**src/rtl/serial_rx_pkg.sv**
```systemverilog
package serial_rx_pkg;
    typedef enum logic [2:0] {
        ST_IDLE,
        ST_START,
        ST_DATA,
        ST_PARITY,
        ST_STOP1,
        ST_STOP2
    } rx_state_t;

    localparam int OS_W     = 4;
    localparam int OS_MID   = 7;
    localparam int OS_LAST  = 15;
endpackage

```
**src/rtl/srx_baud_tick.sv**
```systemverilog
module srx_baud_tick #(
    parameter int DIV_W = 8
) (
    input  logic             clk,
    input  logic             rst_n,
    input  logic [DIV_W-1:0] div_i,
    output logic             tick_o
);
    logic [DIV_W-1:0] cnt_q;

    assign tick_o = (cnt_q >= div_i);

    always_ff @(posedge clk or negedge rst_n) begin
        if (!rst_n)      cnt_q <= '0;
        else if (tick_o) cnt_q <= '0;
        else             cnt_q <= cnt_q + 1'b1;
    end
endmodule

```
**src/rtl/srx_frame_fsm.sv**
```systemverilog
module srx_frame_fsm
    import serial_rx_pkg::*;
#(
    parameter int DATA_W = 8
) (
    input  logic              clk,
    input  logic              rst_n,
    input  logic              tick_i,
    input  logic              rx_i,
    input  logic              parity_en_i,
    input  logic              parity_odd_i,
    input  logic              two_stop_i,
    output logic              done_o,
    output logic [DATA_W-1:0] data_o,
    output logic              frame_err_o,
    output logic              parity_err_o,
    output logic              break_o
);
    localparam int IW = (DATA_W > 1) ? $clog2(DATA_W) : 1;

    rx_state_t         state_q, state_d;
    logic [OS_W-1:0]   os_q;
    logic [IW-1:0]     idx_q;
    logic [DATA_W-1:0] shift_q;
    logic              par_q;
    logic              mid_pt, bit_end;

    assign mid_pt  = tick_i && (os_q == OS_W'(OS_MID));
    assign bit_end = tick_i && (os_q == OS_W'(OS_LAST));

    // state register
    always_ff @(posedge clk or negedge rst_n) begin
        if (!rst_n) state_q <= ST_IDLE;
        else        state_q <= state_d;
    end

    // next state
    always_comb begin
        state_d = state_q;
        unique case (state_q)
            ST_IDLE:   if (tick_i && !rx_i) state_d = ST_START;
            ST_START:  if (mid_pt) state_d = rx_i ? ST_IDLE : ST_DATA;
            ST_DATA:   if (bit_end && idx_q == IW'(DATA_W-1))
                           state_d = parity_en_i ? ST_PARITY : ST_STOP1;
            ST_PARITY: if (bit_end) state_d = ST_STOP1;
            ST_STOP1:  if (bit_end) state_d = two_stop_i ? ST_STOP2 : ST_IDLE;
            ST_STOP2:  if (bit_end) state_d = ST_IDLE;
            default:   state_d = ST_IDLE;
        endcase
    end

    // bit timing and assembly
    always_ff @(posedge clk or negedge rst_n) begin
        if (!rst_n) begin
            os_q    <= '0;
            idx_q   <= '0;
            shift_q <= '0;
            par_q   <= 1'b0;
        end else if (tick_i) begin
            if (state_q == ST_IDLE || (state_q == ST_START && mid_pt))
                os_q <= '0;
            else
                os_q <= os_q + 1'b1;
            if (state_q == ST_START)
                idx_q <= '0;
            if (state_q == ST_DATA && bit_end) begin
                shift_q <= {rx_i, shift_q[DATA_W-1:1]};
                idx_q   <= idx_q + 1'b1;
            end
            if (state_q == ST_PARITY && bit_end)
                par_q <= rx_i;
        end
    end

    // outputs, meaningful while done_o is high
    always_comb begin
        done_o       = (state_q == ST_STOP1) && bit_end;
        data_o       = shift_q;
        frame_err_o  = !rx_i;
        parity_err_o = parity_en_i && (par_q != ((^shift_q) ^ parity_odd_i));
        break_o      = (shift_q == '0) && (!parity_en_i || !par_q) && !rx_i;
    end
endmodule

```
**src/rtl/srx_fifo.sv**
```systemverilog
module srx_fifo #(
    parameter int WIDTH = 8,
    parameter int DEPTH = 4
) (
    input  logic                     clk,
    input  logic                     rst_n,
    input  logic                     push_i,
    input  logic [WIDTH-1:0]         wdata_i,
    input  logic                     pop_i,
    output logic [WIDTH-1:0]         rdata_o,
    output logic [$clog2(DEPTH):0]   count_o,
    output logic                     full_o,
    output logic                     empty_o
);
    localparam int AW = (DEPTH > 1) ? $clog2(DEPTH) : 1;
    localparam int CW = $clog2(DEPTH) + 1;

    logic [WIDTH-1:0] mem_q [DEPTH];
    logic [AW-1:0]    wp_q, rp_q;
    logic [CW-1:0]    cnt_q;
    logic             do_push, do_pop;

    assign full_o  = (cnt_q == CW'(DEPTH));
    assign empty_o = (cnt_q == '0);
    assign do_push = push_i && !full_o;
    assign do_pop  = pop_i && !empty_o;
    assign rdata_o = mem_q[rp_q];
    assign count_o = cnt_q;

    always_ff @(posedge clk) begin
        if (do_push) mem_q[wp_q] <= wdata_i;
    end

    always_ff @(posedge clk or negedge rst_n) begin
        if (!rst_n) begin
            wp_q  <= '0;
            rp_q  <= '0;
            cnt_q <= '0;
        end else begin
            if (do_push) wp_q <= (wp_q == AW'(DEPTH-1)) ? '0 : wp_q + 1'b1;
            if (do_pop)  rp_q <= (rp_q == AW'(DEPTH-1)) ? '0 : rp_q + 1'b1;
            unique case ({do_push, do_pop})
                2'b10:   cnt_q <= cnt_q + 1'b1;
                2'b01:   cnt_q <= cnt_q - 1'b1;
                default: cnt_q <= cnt_q;
            endcase
        end
    end
endmodule

```
**src/rtl/serial_rx_core.sv**
```systemverilog
module serial_rx_core #(
    parameter int DATA_W     = 8,
    parameter int FIFO_DEPTH = 4,
    parameter int DIV_W      = 8,
    parameter int RX_THRESH  = 2
) (
    input  logic                        clk,
    input  logic                        rst_n,
    input  logic                        rx_i,
    input  logic [DIV_W-1:0]            baud_div_i,
    input  logic                        parity_en_i,
    input  logic                        parity_odd_i,
    input  logic                        two_stop_i,
    input  logic                        rx_irq_en_i,
    input  logic                        err_irq_en_i,
    input  logic                        rd_en_i,
    input  logic                        clr_err_i,
    input  logic                        clr_ovr_i,
    input  logic                        clr_brk_i,
    output logic [DATA_W-1:0]           rd_data_o,
    output logic [$clog2(FIFO_DEPTH):0] fifo_count_o,
    output logic                        data_ready_o,
    output logic                        thresh_o,
    output logic                        framing_err_o,
    output logic                        parity_err_o,
    output logic                        overrun_o,
    output logic                        break_o
    ,
    output logic                        irq_rx_o,
    output logic                        irq_err_o,
    output logic                        irq_brk_o
);
    localparam int CW = $clog2(FIFO_DEPTH) + 1;

    logic              tick;
    logic [1:0]        sync_q;
    logic              done, f_err, p_err, brk_frame;
    logic [DATA_W-1:0] char_data;
    logic              q_full, q_empty, store;
    logic              fer_q, per_q, ovr_q, brk_q;

    always_ff @(posedge clk or negedge rst_n) begin
        if (!rst_n) sync_q <= 2'b11;
        else        sync_q <= {sync_q[0], rx_i};
    end

    srx_baud_tick #(.DIV_W(DIV_W)) tick_i (
        .clk(clk), .rst_n(rst_n), .div_i(baud_div_i), .tick_o(tick)
    );

    srx_frame_fsm #(.DATA_W(DATA_W)) fsm_i (
        .clk(clk), .rst_n(rst_n), .tick_i(tick), .rx_i(sync_q[1]),
        .parity_en_i(parity_en_i), .parity_odd_i(parity_odd_i),
        .two_stop_i(two_stop_i), .done_o(done), .data_o(char_data),
        .frame_err_o(f_err), .parity_err_o(p_err), .break_o(brk_frame)
    );

    assign store = done && !q_full && !ovr_q && !brk_q && !brk_frame;

    srx_fifo #(.WIDTH(DATA_W), .DEPTH(FIFO_DEPTH)) fifo_i (
        .clk(clk), .rst_n(rst_n), .push_i(store), .wdata_i(char_data),
        .pop_i(rd_en_i), .rdata_o(rd_data_o), .count_o(fifo_count_o),
        .full_o(q_full), .empty_o(q_empty)
    );

    // sticky flags: a set in the same cycle wins over a clear
    always_ff @(posedge clk or negedge rst_n) begin
        if (!rst_n) begin
            fer_q <= 1'b0;
            per_q <= 1'b0;
            ovr_q <= 1'b0;
            brk_q <= 1'b0;
        end else begin
            if (done && f_err)                      fer_q <= 1'b1;
            else if (clr_err_i)                     fer_q <= 1'b0;
            if (done && p_err)                      per_q <= 1'b1;
            else if (clr_err_i)                     per_q <= 1'b0;
            if (done && q_full && !brk_frame)       ovr_q <= 1'b1;
            else if (clr_ovr_i)                     ovr_q <= 1'b0;
            if (done && brk_frame)                  brk_q <= 1'b1;
            else if (clr_brk_i)                     brk_q <= 1'b0;
        end
    end

    always_comb begin
        framing_err_o = fer_q;
        parity_err_o  = per_q;
        overrun_o     = ovr_q;
        break_o       = brk_q;
        data_ready_o  = !q_empty;
        thresh_o      = (fifo_count_o >= CW'(RX_THRESH));
        irq_rx_o      = rx_irq_en_i && (thresh_o || data_ready_o);
        irq_err_o     = (rx_irq_en_i || err_irq_en_i) && (fer_q || per_q);
        irq_brk_o     = (rx_irq_en_i || err_irq_en_i) && (brk_q || ovr_q);
    end
endmodule

```
**config.mk**
```make
export PLATFORM = sky130hd
export DESIGN_NAME = serial_rx_core
export DESIGN_NICKNAME = d
export VERILOG_FILES = /design/src/rtl/serial_rx_pkg.sv /design/src/rtl/srx_baud_tick.sv /design/src/rtl/srx_frame_fsm.sv /design/src/rtl/srx_fifo.sv /design/src/rtl/serial_rx_core.sv
export SDC_FILE = /design/constraint.sdc
export NUM_CORES = 1
export LEC_CHECK = 0
export ABC_AREA = 0
export BUFFER_PORTS_ARGS = -buffer_cell sky130_fd_sc_hd__clkbuf_2
export CAP_MARGIN = 30
export CORE_MARGIN = 5
export CORE_UTILIZATION = 58
export DETAILED_ROUTE_END_ITERATION = 10
export PLACE_DENSITY_LB_ADDON = 0.2
export REMOVE_ABC_BUFFERS = 1
export SYNTH_ARGS = -nofsm -noshare
export SYNTH_HDL_FRONTEND = slang
export SYNTH_SLANG_ARGS = --single-unit
export TNS_END_PERCENT = 10
```
**constraint.sdc**
```tcl
create_clock -name clk -period 3.65 [get_ports clk]
set_input_delay 0 -clock clk [delete_from_list [all_inputs] [get_ports clk]]
set_output_delay 0 -clock clk [all_outputs]
set_load 0.02 [all_outputs]
```
* Word level (Yosys, flattened, before mapping)
Memories as Yosys holds them, arrays and structs flattened.
Index checks and enable logic that the tools add are counted.
W data, S select, Z words.
** Cells by class
- Reductions and logical operators :: 53
- Add/sub/neg operators :: 7
- Equality and inequality tests :: 20
- Magnitude comparators :: 2
- Mux-type cells :: 26
- Bitwise operators :: 1
** Operators with widths (count)
- $mux W3 :: 10
- $logic_and A1 B1 Y1 :: 25
- $pmux W3 S6 :: 1
- $eq A3 B3 Y1 const B :: 4
- $ne A2 B1 Y1 const B :: 6
- $reduce_bool A2 Y1 :: 6
- $mux W1 :: 9
- $add A8 B1 Y8 const B :: 1
- $ge A8 B8 Y1 :: 1
- $logic_not A1 Y1 :: 8
- $logic_not A8 Y1 :: 1
- $mux W8 :: 1
- $reduce_xor A8 Y1 :: 1
- $add A3 B1 Y3 const B :: 2
- $eq A2 B2 Y1 const B :: 3
- $eq A3 B2 Y1 const B :: 2
- $logic_not A3 Y1 :: 2
- $logic_or A1 B1 Y1 :: 6
- $mux W2 :: 3
- $pmux W3 S2 :: 1
- $reduce_and A2 Y1 :: 3
- $reduce_and A6 Y1 :: 1
- $add A2 B1 Y2 const B :: 2
- $add A4 B1 Y4 const B :: 1
- other kinds (9) :: 9
** Word-level totals
- Memory bits (writable) :: 32
- Memories kept :: 1
- Word-level logic and storage cells :: 124
- Register bits :: 40
- Output and inout bits :: 20
- Input port bits :: 20
** Memories
- fifo_i.mem_q :: words 4, bits a word 8, rd ports 1, clocked after memory_dff 0, wr ports 1, RTL line srx_fifo.sv:18 : logic [WIDTH-1:0] mem_q [DEPTH];

* Longest topological paths before layout
Gate-level depths: netlist of the first run.
- Word-level depth :: 10
- Mapped depth :: 15
- Mapped depth without buffers :: 14

* Modules after synthesis
Synthesis of the first run repeated with hierarchy kept, for this count alone.
** Second synthesis, totals
- Cells, all modules :: 273
- Area total of the unflattened synthesis :: 3529.6 um^2
** Modules (own cells, without submodules)
- srx_fifo :: cells each 82, instances 1, sequential area each 1136.1 um^2, area each 1636.6 um^2
- srx_frame_fsm :: cells each 111, instances 1, sequential area each 475.5 um^2, area each 1087.3 um^2
- srx_baud_tick :: cells each 54, instances 1, sequential area each 200.2 um^2, area each 555.5 um^2
- serial_rx_core :: cells each 26, instances 1, sequential area each 152.6 um^2, area each 250.2 um^2

* Least setup slack after synthesis of the first run
Ideal clock, no wire load.
- Path kind :: register to register
- Start :: reg tick_i.cnt_q[1]
- End :: reg fifo_i.cnt_q[2], in the netlist fifo_i.count_o[2]
- Cell stages (with the launch flop) :: 15
- Arrival :: 2691 ps
- Data required time :: 3570 ps
- Library setup time :: 80 ps
- Slack :: 879 ps
- Period minus slack after synthesis :: 2771 ps
- Path buffers :: 1
- Cell sequence :: dfrtp_1 ha_1 nor2b_1 o211a_1 o311ai_4 nand2_1 and4_1 buf_2 inv_1 ha_1 inv_1 fa_1 xor2_1 nor2_1 xor2_1
** On the way
- Longest elaborated chain between the ends :: 10
- Elaborated cells on any way between the ends :: 12
- Those cells by class :: 1 x order compare; 2 x eq/ne; 1 x mux; 8 x reduce/logical
** Ends and longest elaborated chain
- from (decl) :: RTL line srx_baud_tick.sv:9 : logic [DIV_W-1:0] cnt_q;
- from (signal assigned) :: RTL line srx_baud_tick.sv:16 : else cnt_q <= cnt_q + 1'b1;
- $ge A8 B8 Y1 * :: RTL line srx_baud_tick.sv:11 : assign tick_o = (cnt_q >= div_i);
- $logic_and A1 B1 Y1 * :: RTL line srx_frame_fsm.sv:29 : assign bit_end = tick_i && (os_q == OS_W'(OS_LAST));
- $logic_and A1 B1 Y1 * :: RTL line srx_frame_fsm.sv:77 : done_o = (state_q == ST_STOP1) && bit_end;
- $logic_and A1 B1 Y1 * (4 in series) :: RTL line serial_rx_core.sv:58 : assign store = done && !q_full && !ovr_q && !brk_q && !brk_frame;
- $logic_and A1 B1 Y1 * :: RTL line srx_fifo.sv:25 : assign do_push = push_i && !full_o;
- $eq A2 B1 Y1 or $eq A2 B2 Y1 (tied branches) :: RTL line srx_fifo.sv:42 : unique case ({do_push, do_pop})
- $pmux W3 S2 or $reduce_bool A2 Y1 (tied branches)
- to (signal assigned) :: RTL line srx_fifo.sv:43 : 2'b10: cnt_q <= cnt_q + 1'b1;
- to (signal assigned) :: RTL line srx_fifo.sv:44 : 2'b01: cnt_q <= cnt_q - 1'b1;
- to (signal assigned) :: RTL line srx_fifo.sv:45 : default: cnt_q <= cnt_q;
- to (decl) :: RTL line srx_fifo.sv:20 : logic [CW-1:0] cnt_q;
Mark *: on every way between the ends. The rest lies on a longest branch, timed or not.
A chain may end at the register's enable or synchronous reset.

* Worst setup path in the final report of the first run
- Start :: reg tick_i.cnt_q[6]
- End :: reg fifo_i.cnt_q[2], in the netlist fifo_i.count_o[2]
The elaborated chain is that of the path after synthesis.

==> results of run 1 <==
## layout make-up
class | instances | area [um2] | area share, %
Clock buffer | 10 | 128 | 3.14
Clock inverter | 6 | 68.8 | 1.69
Inverter | 29 | 109 | 2.68
Multi-Input combinational cell | 172 | 1420 | 34.8
Sequential cell | 72 | 1960 | 48.4
Tap cell | 75 | 93.8 | 2.31
Timing Repair Buffer | 47 | 283 | 6.96
## placed cells by master (no fill, tap or decap), types with 2 or more instances in the layout
cell type | synthesis | layout
xor2_1 | 7 | 7
nand2b_1 | 3 | 3
mux2_4 | 2 | 2
clkbuf_8 | 0 | 9
a21oi_1 | 9 | 9
a22oi_1 | 2 | 2
a211o_1 | 2 | 2
edfxtp_1 | 32 | 32
dfstp_2 | 2 | 2
mux4_2 | 8 | 8
o22ai_1 | 5 | 5
a31oi_1 | 3 | 3
clkbuf_2 | 0 | 39
mux2i_1 | 10 | 10
ha_1 | 22 | 22
and3_1 | 6 | 6
dlygate4sd3_1 | 0 | 6
nand2_1 | 14 | 14
nor3_1 | 5 | 5
a21o_1 | 4 | 4
clkinvlp_4 | 0 | 4
nor2b_1 | 6 | 6
nor2_1 | 17 | 17
o211a_1 | 2 | 2
o21ai_0 | 9 | 9
inv_1 | 29 | 29
xnor2_1 | 7 | 7
and2_1 | 5 | 5
nand3_1 | 7 | 7
dfrtp_1 | 38 | 38
## state kept, by name (all words and copies together) (netlist names), 2 cells and up
register	cells
fifo_i.count_o	3
fifo_i.mem_q	32
fifo_i.rp_q	2
fifo_i.wp_q	2
fsm_i.data_o	8
fsm_i.idx_q	3
fsm_i.os_q	4
fsm_i.state_q	3
sync_q	2
tick_i.cnt_q	8
## worst reg2reg max path, stage by stage (launching register included)
cell and delay, ns:
dfrtp_1 0.42, ha_1 0.30, a21o_1 0.18, a221oi_1 0.48
nand2_1 0.15, and4_1 0.26, inv_1 0.08, ha_1 0.17
inv_1 0.06, fa_1 0.37, xor2_1 0.15, nor2_1 0.11
xor2_1 0.15
## worst paths after layout
| check | end | start | slack, ns |
|---|---|---|---|
| max | fifo_i.count_o[2] | tick_i.cnt_q[6] | 0.70 |
| min | fifo_i.rp_q[0] | rst_n | 0.03 |
| max reg2reg | fifo_i.count_o[2] | tick_i.cnt_q[6] | 0.70 |
| min reg2reg | sync_q[1] | sync_q[0] | 0.36 |
| max in group asynchronous | sync_q[0] | rst_n | 3.13 |
| min in group clk | fifo_i.rp_q[0] | rd_en_i | 0.05 |
## cells by family after synthesis
| group | synth area share [%] |
|---|---|
| buffers and inverters | 4.52 |
| muxes | 9.40 |
| xor gates and xnor gates | 3.46 |
| AOI/OAI and AO/OA | 8.17 |
| DFF | 55.5 |
| adders and majority gates | 8.34 |
| and+or+nand+nor | 10.6 |
## stage by stage
stage | total power, W | std cells | worst slack, ns | util [%] | hold WS, ns
4_1_cts | 0.00230 | 411 | 0.650 | 68.6 | 0.0260
3_5_place_dp | 0.00168 | 389 | 0.653 | 64.3 | -0.156
3_3_place_gp | 0.00166 | 388 | 0.800 | 63.9 | 0.0885
2_1_floorplan | 0.00150 | 273 | 0.595 | - | -0.296
6_report | 0.00228 | 411 | 0.698 | 68.6 | 0.0322
5_1_grt | 0.00243 | 411 | 0.394 | 68.6 | 0.0574
## layer usage
metal	track usage [%]	part of all wire, %	up-vias
met5	0	0	-
met4	6.18	1.5	0
met3	3.39	2.8	9
met2	29.6	51	27
met1	21.8	44	1065
li1	-	-	1102
## power breakdown
group          internal [W]  switching [W]
Sequential         0.000935       0.000148
Combinational      0.000277       0.000300
Clock              0.000318       0.000300
## what timing repair did
action	in CTS	in global routing
hold endpoints to repair	45	0
hold buffers	6	0
setup buffers	0	0
==> flow_summary.toml, run 1 <==
[drt]
ant_nets = 0
vias_per_cell = 5.36
first_pass_iters = 4
routedWlPerCell_um = 14.9
dr.first_iter.drc_count = 59
drc = 0
num_vias = 2203
finalWirelength_mm = 6.14

[power_and_ir_drop]
p_per_area_nw_per_um2 = 561
leakage_nw = 1.71
max-vdd-ir-drop_uv = 299

[synthesis]
synth_most_common_cell = "dfrtp_1"
ys_ff_latch = 72
ys_top_cells_by_count = "dfrtp_1 (38), edfxtp_1 (32), inv_1 (29), ha_1 (22), nor2_1 (17)"
synth_top_area_share_pct = 27.1
async_reset_ff_share_pct = 55.6
yosysWarningCount = 0
syn_area_um2 = 3540
synth_top_area_cell = "edfxtp_1"
synth_top_flop_cell = "dfrtp_1"
synth_cells = 283
synth-seq-area-share_pct = 55.5
syn_area_per_cell_um2 = 12.5
yosys-top-cells-area = "edfxtp_1 (27%), dfrtp_1 (27%), ha_1 (7.8%), mux4_2 (5.1%), inv_1 (3.1%)"
synth_edf_count = 32
synth_cell_types = 47

[layout]
n_antenna_cell = 0
drive_above_1_share_pct = 22.0
final_nets = 374
area_delta_synth_final_pct = 14.7
design_area_um2 = 4060
fillers = 420

[grt]
grt_overflow = 0
grt_max_degree = 36
antenna_found_initial = 0
grt_pass1_vias = 2236
grt.total_usage_pct = 17.2
grt_pass1_wl_mm = 10.3

[worst_setup_path]
ff2ff_path_depth = 12
required_ns = 3.92
path_class = "reg2reg"
critPathBufInv = 2
endpoint_kind = "flip-flop"
cpLargestDelayFamily = "adder cells"
worst-path-stages = 12
worst-path-max-fanout = 7
cpMaxStageDelayCell = "a221oi_1"
critical_path.cell_chain = "ha_1 > a21o_1 > a221oi_1 > nand2_1 > and4_1 > inv_1 > ha_1 > inv_1 > fa_1 > xor2_1 > nor2_1 > xor2_1"
cp-start-kind = "flip-flop"
cp.arrival_ns = 3.22
max_stage_delay_ns = 0.48

[floorplan]
start_util_pct = 59.8
die-area_um2 = 7770
num_io_pins = 40
core_area_um2 = 5920
rows = 28
fp.dieW_um = 88.1
die_h_um = 88.1

[timing]
max_freq_mhz = 339
rsz0062_at_grt = "no"
worst_pin_slew_ns = 0.576
hold_viol = 0
finalSetupViolCount = 0
relSlewSlack_pct = 61.6
layout_min_cycle_time_ns = 2.95
drv_slew = 0
tns_ns = 0
skew_ns = 0.00747
fin_crit_sh_pct = 80.9

[cts]
clk_path_buf_depth = 2
htree_levels = 3
cts_tree = "yes"
clk_pin_slew_ns = 0.08
clkLatencyLatePin_ns = 0.34
cts_made_buffers = 9
clock-sinks = 72
cts_resized = 0
clock-root-buffer = "clkbuf_8"

[worst_hold_path]
hp-class = "in2async"

[placed_design]
hpwl_mm = 4.45
place_congestion = 0.760
placed_cell_area_um2 = 3800
port-buffer-count = 39

[job]
maxCapViolCount = 0

[outcome]
status = "finished clean"
Note: power is estimated with default switching activity, not from simulation.
==> run 2: changes to the inputs <==
--- a/config.mk
+++ b/config.mk
@@ -9,7 +9,7 @@
 export BUFFER_PORTS_ARGS = -buffer_cell sky130_fd_sc_hd__clkbuf_2
 export CAP_MARGIN = 30
 export CORE_MARGIN = 5
-export CORE_UTILIZATION = 58
+export CORE_UTILIZATION = 52
 export DETAILED_ROUTE_END_ITERATION = 10
 export PLACE_DENSITY_LB_ADDON = 0.2
 export REMOVE_ABC_BUFFERS = 1
==> constraint.sdc (replaced) <==
create_clock -name clk -period 2.7 [get_ports clk]
set_input_delay 0 -clock clk [delete_from_list [all_inputs] [get_ports clk]]
set_output_delay 0 -clock clk [all_outputs]
set_load 0.02 [all_outputs]
==> run 2 against run 1 <==
- power rose by 44%
- sequential power increased by 33%
- clock skew shrank 0.00072 ns
- sequential share of layout area fell by 1.6 points
- final area rose by 3.4%
- via count up 1.5%
- final cell count increased by 3.9%
- fmax up 12%
- sequential cell count unchanged
- clock power increased by 49%
- critical endpoint unchanged
==> flow_summary.toml, run 2 (synthesis results as in run 1) <==
[timing]
tns_ns = 0
hold_ws_ns = 0.0621
hold_viol = 0
rsz0062_at_grt = "yes"
fin_crit_sh_pct = 97.5
relSlewSlack_pct = 60.7
worst_pin_slew_ns = 0.589
skew_ns = 0.00674
finalSetupViolCount = 0
layout_min_cycle_time_ns = 2.63
max_freq_mhz = 380
drv_slew = 0

[drt]
dr.first_iter.drc_count = 74
drc = 0
num_vias = 2237
routedWlPerCell_um = 15.2
ant_nets = 0
first_pass_iters = 4
finalWirelength_mm = 6.51
vias_per_cell = 5.24

[worst_hold_path]
hold-path-cell-count = 3
hp-start = "rd_en_i"
holdPathEnd = "fifo_i.rp_q[0]"
hp-class = "in2reg"

[layout]
largest_reg_flops = 32
final_nets = 385
area_delta_synth_final_pct = 18.7
n_antenna_cell = 0
fillers = 539
top_register = "fifo_i.mem_q"
final_common_cell = "clkbuf_2"
drive_above_1_share_pct = 25.9
layout_common_cells = "clkbuf_2 (39), dfrtp_1 (38), edfxtp_1 (32)"

[worst_setup_path]
timing.rr.end = "fifo_i.count_o[2]"
regToRegSetupSlack_ns = 0.07
critPathMostFrequentCell = "xor2_1"
worst-path-max-fanout = 2
required_ns = 2.97
max_stage_delay_ns = 0.41
critPathBufInv = 2
critical_path.cell_chain = "ha_4 > nor2b_1 > o211a_1 > o311ai_4 > nand2_2 > and4_1 > inv_1 > ha_2 > inv_2 > fa_2 > xor2_1 > nor2_1 > xor2_1"
worstReg2RegStart = "tick_i.cnt_q[1]"
endpoint_kind = "flip-flop"
cpLargestDelayFamily = "adder cells"
cpMaxStageDelayCell = "dfrtp_1"
ff2ff_path_depth = 13
path_class = "reg2reg"
cp-start-kind = "flip-flop"
crit_path_start = "tick_i.cnt_q[1]"
cp.arrival_ns = 2.90

[floorplan]
fp.dieW_um = 92.5
die_h_um = 92.5
start_util_pct = 52.7
rows = 30
core_area_um2 = 6720
die-area_um2 = 8560
num_io_pins = 40

[cts]
clk_path_buf_depth = 2
clkLatencyLatePin_ns = 0.34
post_cts.repair.setup_buffers = 0
cts_made_buffers = 9
cts_tree = "yes"
htree_levels = 3
clock-root-buffer = "clkbuf_8"
clock-sinks = 72
clk_pin_slew_ns = 0.08

[job]
maxCapViolCount = 0

[placed_design]
port-buffer-count = 39
hpwl_mm = 4.59
place_congestion = 0.801

[power_and_ir_drop]
leakage_nw = 1.79
max-vdd-ir-drop_uv = 407
p_per_area_nw_per_um2 = 779

[grt]
grt_pass1_wl_mm = 11.0
grt_max_degree = 24
grt.total_usage_pct = 16.6
grt_overflow = 0
antenna_found_initial = 0
grt_pass1_vias = 2258

[outcome]
status = "finished clean"
run 2: timing repair:
item / 4_1_cts / 5_1_grt
pin swaps: 3 / 3
hold buffers: 6 / 0
endpoints found under the setup margin: 1 / 1
resized for setup: 3 / 3
hold endpoints to repair: 43 / 0
run 2: stage by stage:
stage                     setup slack (ns)  instance area, um2  cells  power (W)  utilization, %
after floorplan                     -0.355                3490    273    0.00203               -
after global placement              0.0291                3870    404    0.00231            57.7
after detailed placement           -0.0236                3900    405    0.00235            58.1
after CTS                           0.0231                4190    427    0.00328            62.3
after global routing               -0.0655                4200    427    0.00348            62.5
final                               0.0665                4200    427    0.00327            62.5
run 2: layout make-up:
type / instances / area, um2 / area share, %
clock buffers: 11 / 131 / 3.13
multi-input cells: 172 / 1440 / 34.3
flip-flops and latches: 72 / 1960 / 46.8
well taps: 80 / 100 / 2.38
clock inverters: 5 / 81.3 / 1.94
repair buffers: 58 / 373 / 8.88
inverters: 29 / 109 / 2.59
run 2: routing by layer:
metal,wire [um],GRT usage [%],vias to the layer above
li1,-,-,1120
met1,2960,21.2,1078
met2,3260,27.1,34
met3,236,5.36,5
met4,60,4.46,0
met5,0,0,-
run 2: worst max path at each step:
stage,to,slack (ns),cells after the start
after global placement,fifo_i.count_o[2],0.03,13
after global routing,fifo_i.count_o[2],-0.07,13
final,fifo_i.count_o[2],0.07,13
after floorplan,fifo_i.count_o[2],-0.35,13
after detailed placement,fifo_i.count_o[2],-0.02,13
after CTS,fifo_i.count_o[2],0.02,13
run 2: worst register-to-register path, cell delays in order, from the launching register on:
cell,delay [ns]
dfrtp_1,0.41
ha_4,0.22
nor2b_1,0.13
o211a_1,0.23
o311ai_4,0.30
nand2_2,0.11
and4_1,0.17
inv_1,0.05
ha_2,0.17
inv_2,0.04
fa_2,0.32
xor2_1,0.15
nor2_1,0.11
xor2_1,0.15
run 2: power by group:
part	internal, W	switching [W]
clock	0.000521	0.000402
sequential	0.00126	0.000179
combinational	0.000439	0.000465
total	0.00222	0.00105
==> run 3: changes to the inputs <==
--- a/config.mk
+++ b/config.mk
@@ -10,6 +10,7 @@
 export CAP_MARGIN = 30
 export CORE_MARGIN = 5
 export CORE_UTILIZATION = 52
+export CTS_BUF_LIST = sky130_fd_sc_hd__clkbuf_16
 export DETAILED_ROUTE_END_ITERATION = 10
 export PLACE_DENSITY_LB_ADDON = 0.2
 export REMOVE_ABC_BUFFERS = 1
==> run 3 against run 2 <==
- wire length is 0.12% higher
- worst setup slack worse by 0.013 ns
- clock skew is 0.00090 ns lower
- global-route usage is 0.093 points lower
- sequential power hardly changed
- largest cell class unchanged
==> flow_summary.toml, run 3 (synthesis results as in run 1) <==
[outcome]
status = "finished clean"

[floorplan]
core_area_um2 = 6720
num_io_pins = 40
start_util_pct = 52.7
rows = 30
die-area_um2 = 8560
die_h_um = 92.5
fp.dieW_um = 92.5

[worst_setup_path]
cpLargestDelayFamily = "adder cells"
cp.arrival_ns = 2.90
critical_path.cell_chain = "ha_4 > nor2b_1 > o211a_1 > o311ai_4 > nand2_2 > and4_1 > inv_1 > ha_2 > inv_2 > fa_2 > xor2_1 > nor2_1 > xor2_1"
crit_path_start = "tick_i.cnt_q[1]"
cp-start-kind = "flip-flop"
critPathMostFrequentCell = "xor2_1"
worst-path-max-fanout = 2
worstReg2RegStart = "tick_i.cnt_q[1]"
path_class = "reg2reg"
cpMaxStageDelayCell = "dfrtp_1"
required_ns = 2.95
critPathBufInv = 2
max_stage_delay_ns = 0.40
endpoint_kind = "flip-flop"

[drt]
drc = 0
ant_nets = 0
finalWirelength_mm = 6.52
routedWlPerCell_um = 15.2
num_vias = 2270
vias_per_cell = 5.30
dr.first_iter.drc_count = 89
first_pass_iters = 4

[layout]
largest_reg_flops = 32
utilization_pct = 64.1
top_register = "fifo_i.mem_q"
layout_common_cells = "clkbuf_2 (39), dfrtp_1 (38), edfxtp_1 (32)"
drive_above_1_share_pct = 26.1
design_area_um2 = 4310
final_common_cell = "clkbuf_2"
final_nets = 386
n_antenna_cell = 0
area_delta_synth_final_pct = 21.7

[timing]
skew_ns = 0.00584
hold_ws_ns = 0.0866
relSlewSlack_pct = 61.3
finalWorstSetupSlack_ns = 0.0538
finalSetupViolCount = 0
layout_min_cycle_time_ns = 2.65
fin_crit_sh_pct = 98.0
worst_pin_slew_ns = 0.580
rsz0062_at_grt = "yes"
drv_slew = 0
max_freq_mhz = 378
hold_viol = 0

[cts]
clock-sinks = 72
clk_pin_slew_ns = 0.06
cts_made_buffers = 9
clk_path_buf_depth = 2
cts_tree = "yes"
htree_levels = 3
clkLatencyLatePin_ns = 0.33
clock-root-buffer = "clkbuf_16"

[grt]
grt_overflow = 0
grt_max_degree = 24
grt_pass1_vias = 2270
grt_pass1_wl_mm = 11.0
antenna_found_initial = 0
grt.total_usage_pct = 16.5

[placed_design]
pre_cts_slack_ns = -0.0236
placed_cell_area_um2 = 3900
port-buffer-count = 39
place_congestion = 0.801
hpwl_mm = 4.59

[power_and_ir_drop]
total_power_w = 0.00359
leakage_nw = 1.85
max-vdd-ir-drop_uv = 464
p_per_area_nw_per_um2 = 834

[worst_hold_path]
hp-start = "rd_en_i"
hp-class = "in2reg"

[job]
maxCapViolCount = 0
-- run 3: power breakdown --
group          switching (W)  internal, W  leakage (nW)
logic               0.000465     0.000441          1.04
clock network       0.000442     0.000802         0.158
registers           0.000178      0.00127         0.648
-- run 3: path summary, 6_finish.rpt --
kind | endpoint | slack [ns] | cells past startpoint
min reg2reg | sync_q[1] | 0.36 | 0
min | fifo_i.rp_q[0] | 0.09 | 3
max reg2reg | fifo_i.count_o[2] | 0.05 | 13
min in group asynchronous | fifo_i.rp_q[0] | 0.17 | 2
max in group asynchronous | sync_q[0] | 1.96 | 3
max | fifo_i.count_o[2] | 0.05 | 13
-- run 3: through the flow --
stage	setup TNS, ns	cells
final	0	428
after global routing	-0.0852	428
after CTS	0	428
after detailed placement	-0.0236	405
after global placement	0	404
after floorplan	-0.541	273
-- run 3: final cells by class --
type	count	area [um2]
repair buffers	59	380
fillers	512	2410
flip-flops and latches	72	1960
inverters	29	109
clock buffers	9	225
multi-input cells	172	1440
clock inverters	7	88.8
well taps	80	100
-- run 3: tightest hold or removal path, cell delays in order --
cell and delay (ns):
clkbuf_2 0.08, nand2_1 0.15, a21o_1 0.15
-- run 3: layer usage --
metal  up-vias  part of all wire [%]  track usage (%)  wire, um
met5         -                     0                0         0
met4         0                   1.4             7.43        93
met3         7                   2.7             2.92       174
met2        32                    50             26.9      3280
met1      1102                    46             21.4      2970
li1       1129                     -                -         -
-- run 3: repair_timing --
action / in CTS / in global routing
buffers inserted: 1 / 0
endpoints found under the setup margin: 1 / 1
pin swaps: 3 / 3
hold endpoints to repair: 22 / 0
hold buffers: 6 / 0
resized for setup: 3 / 3
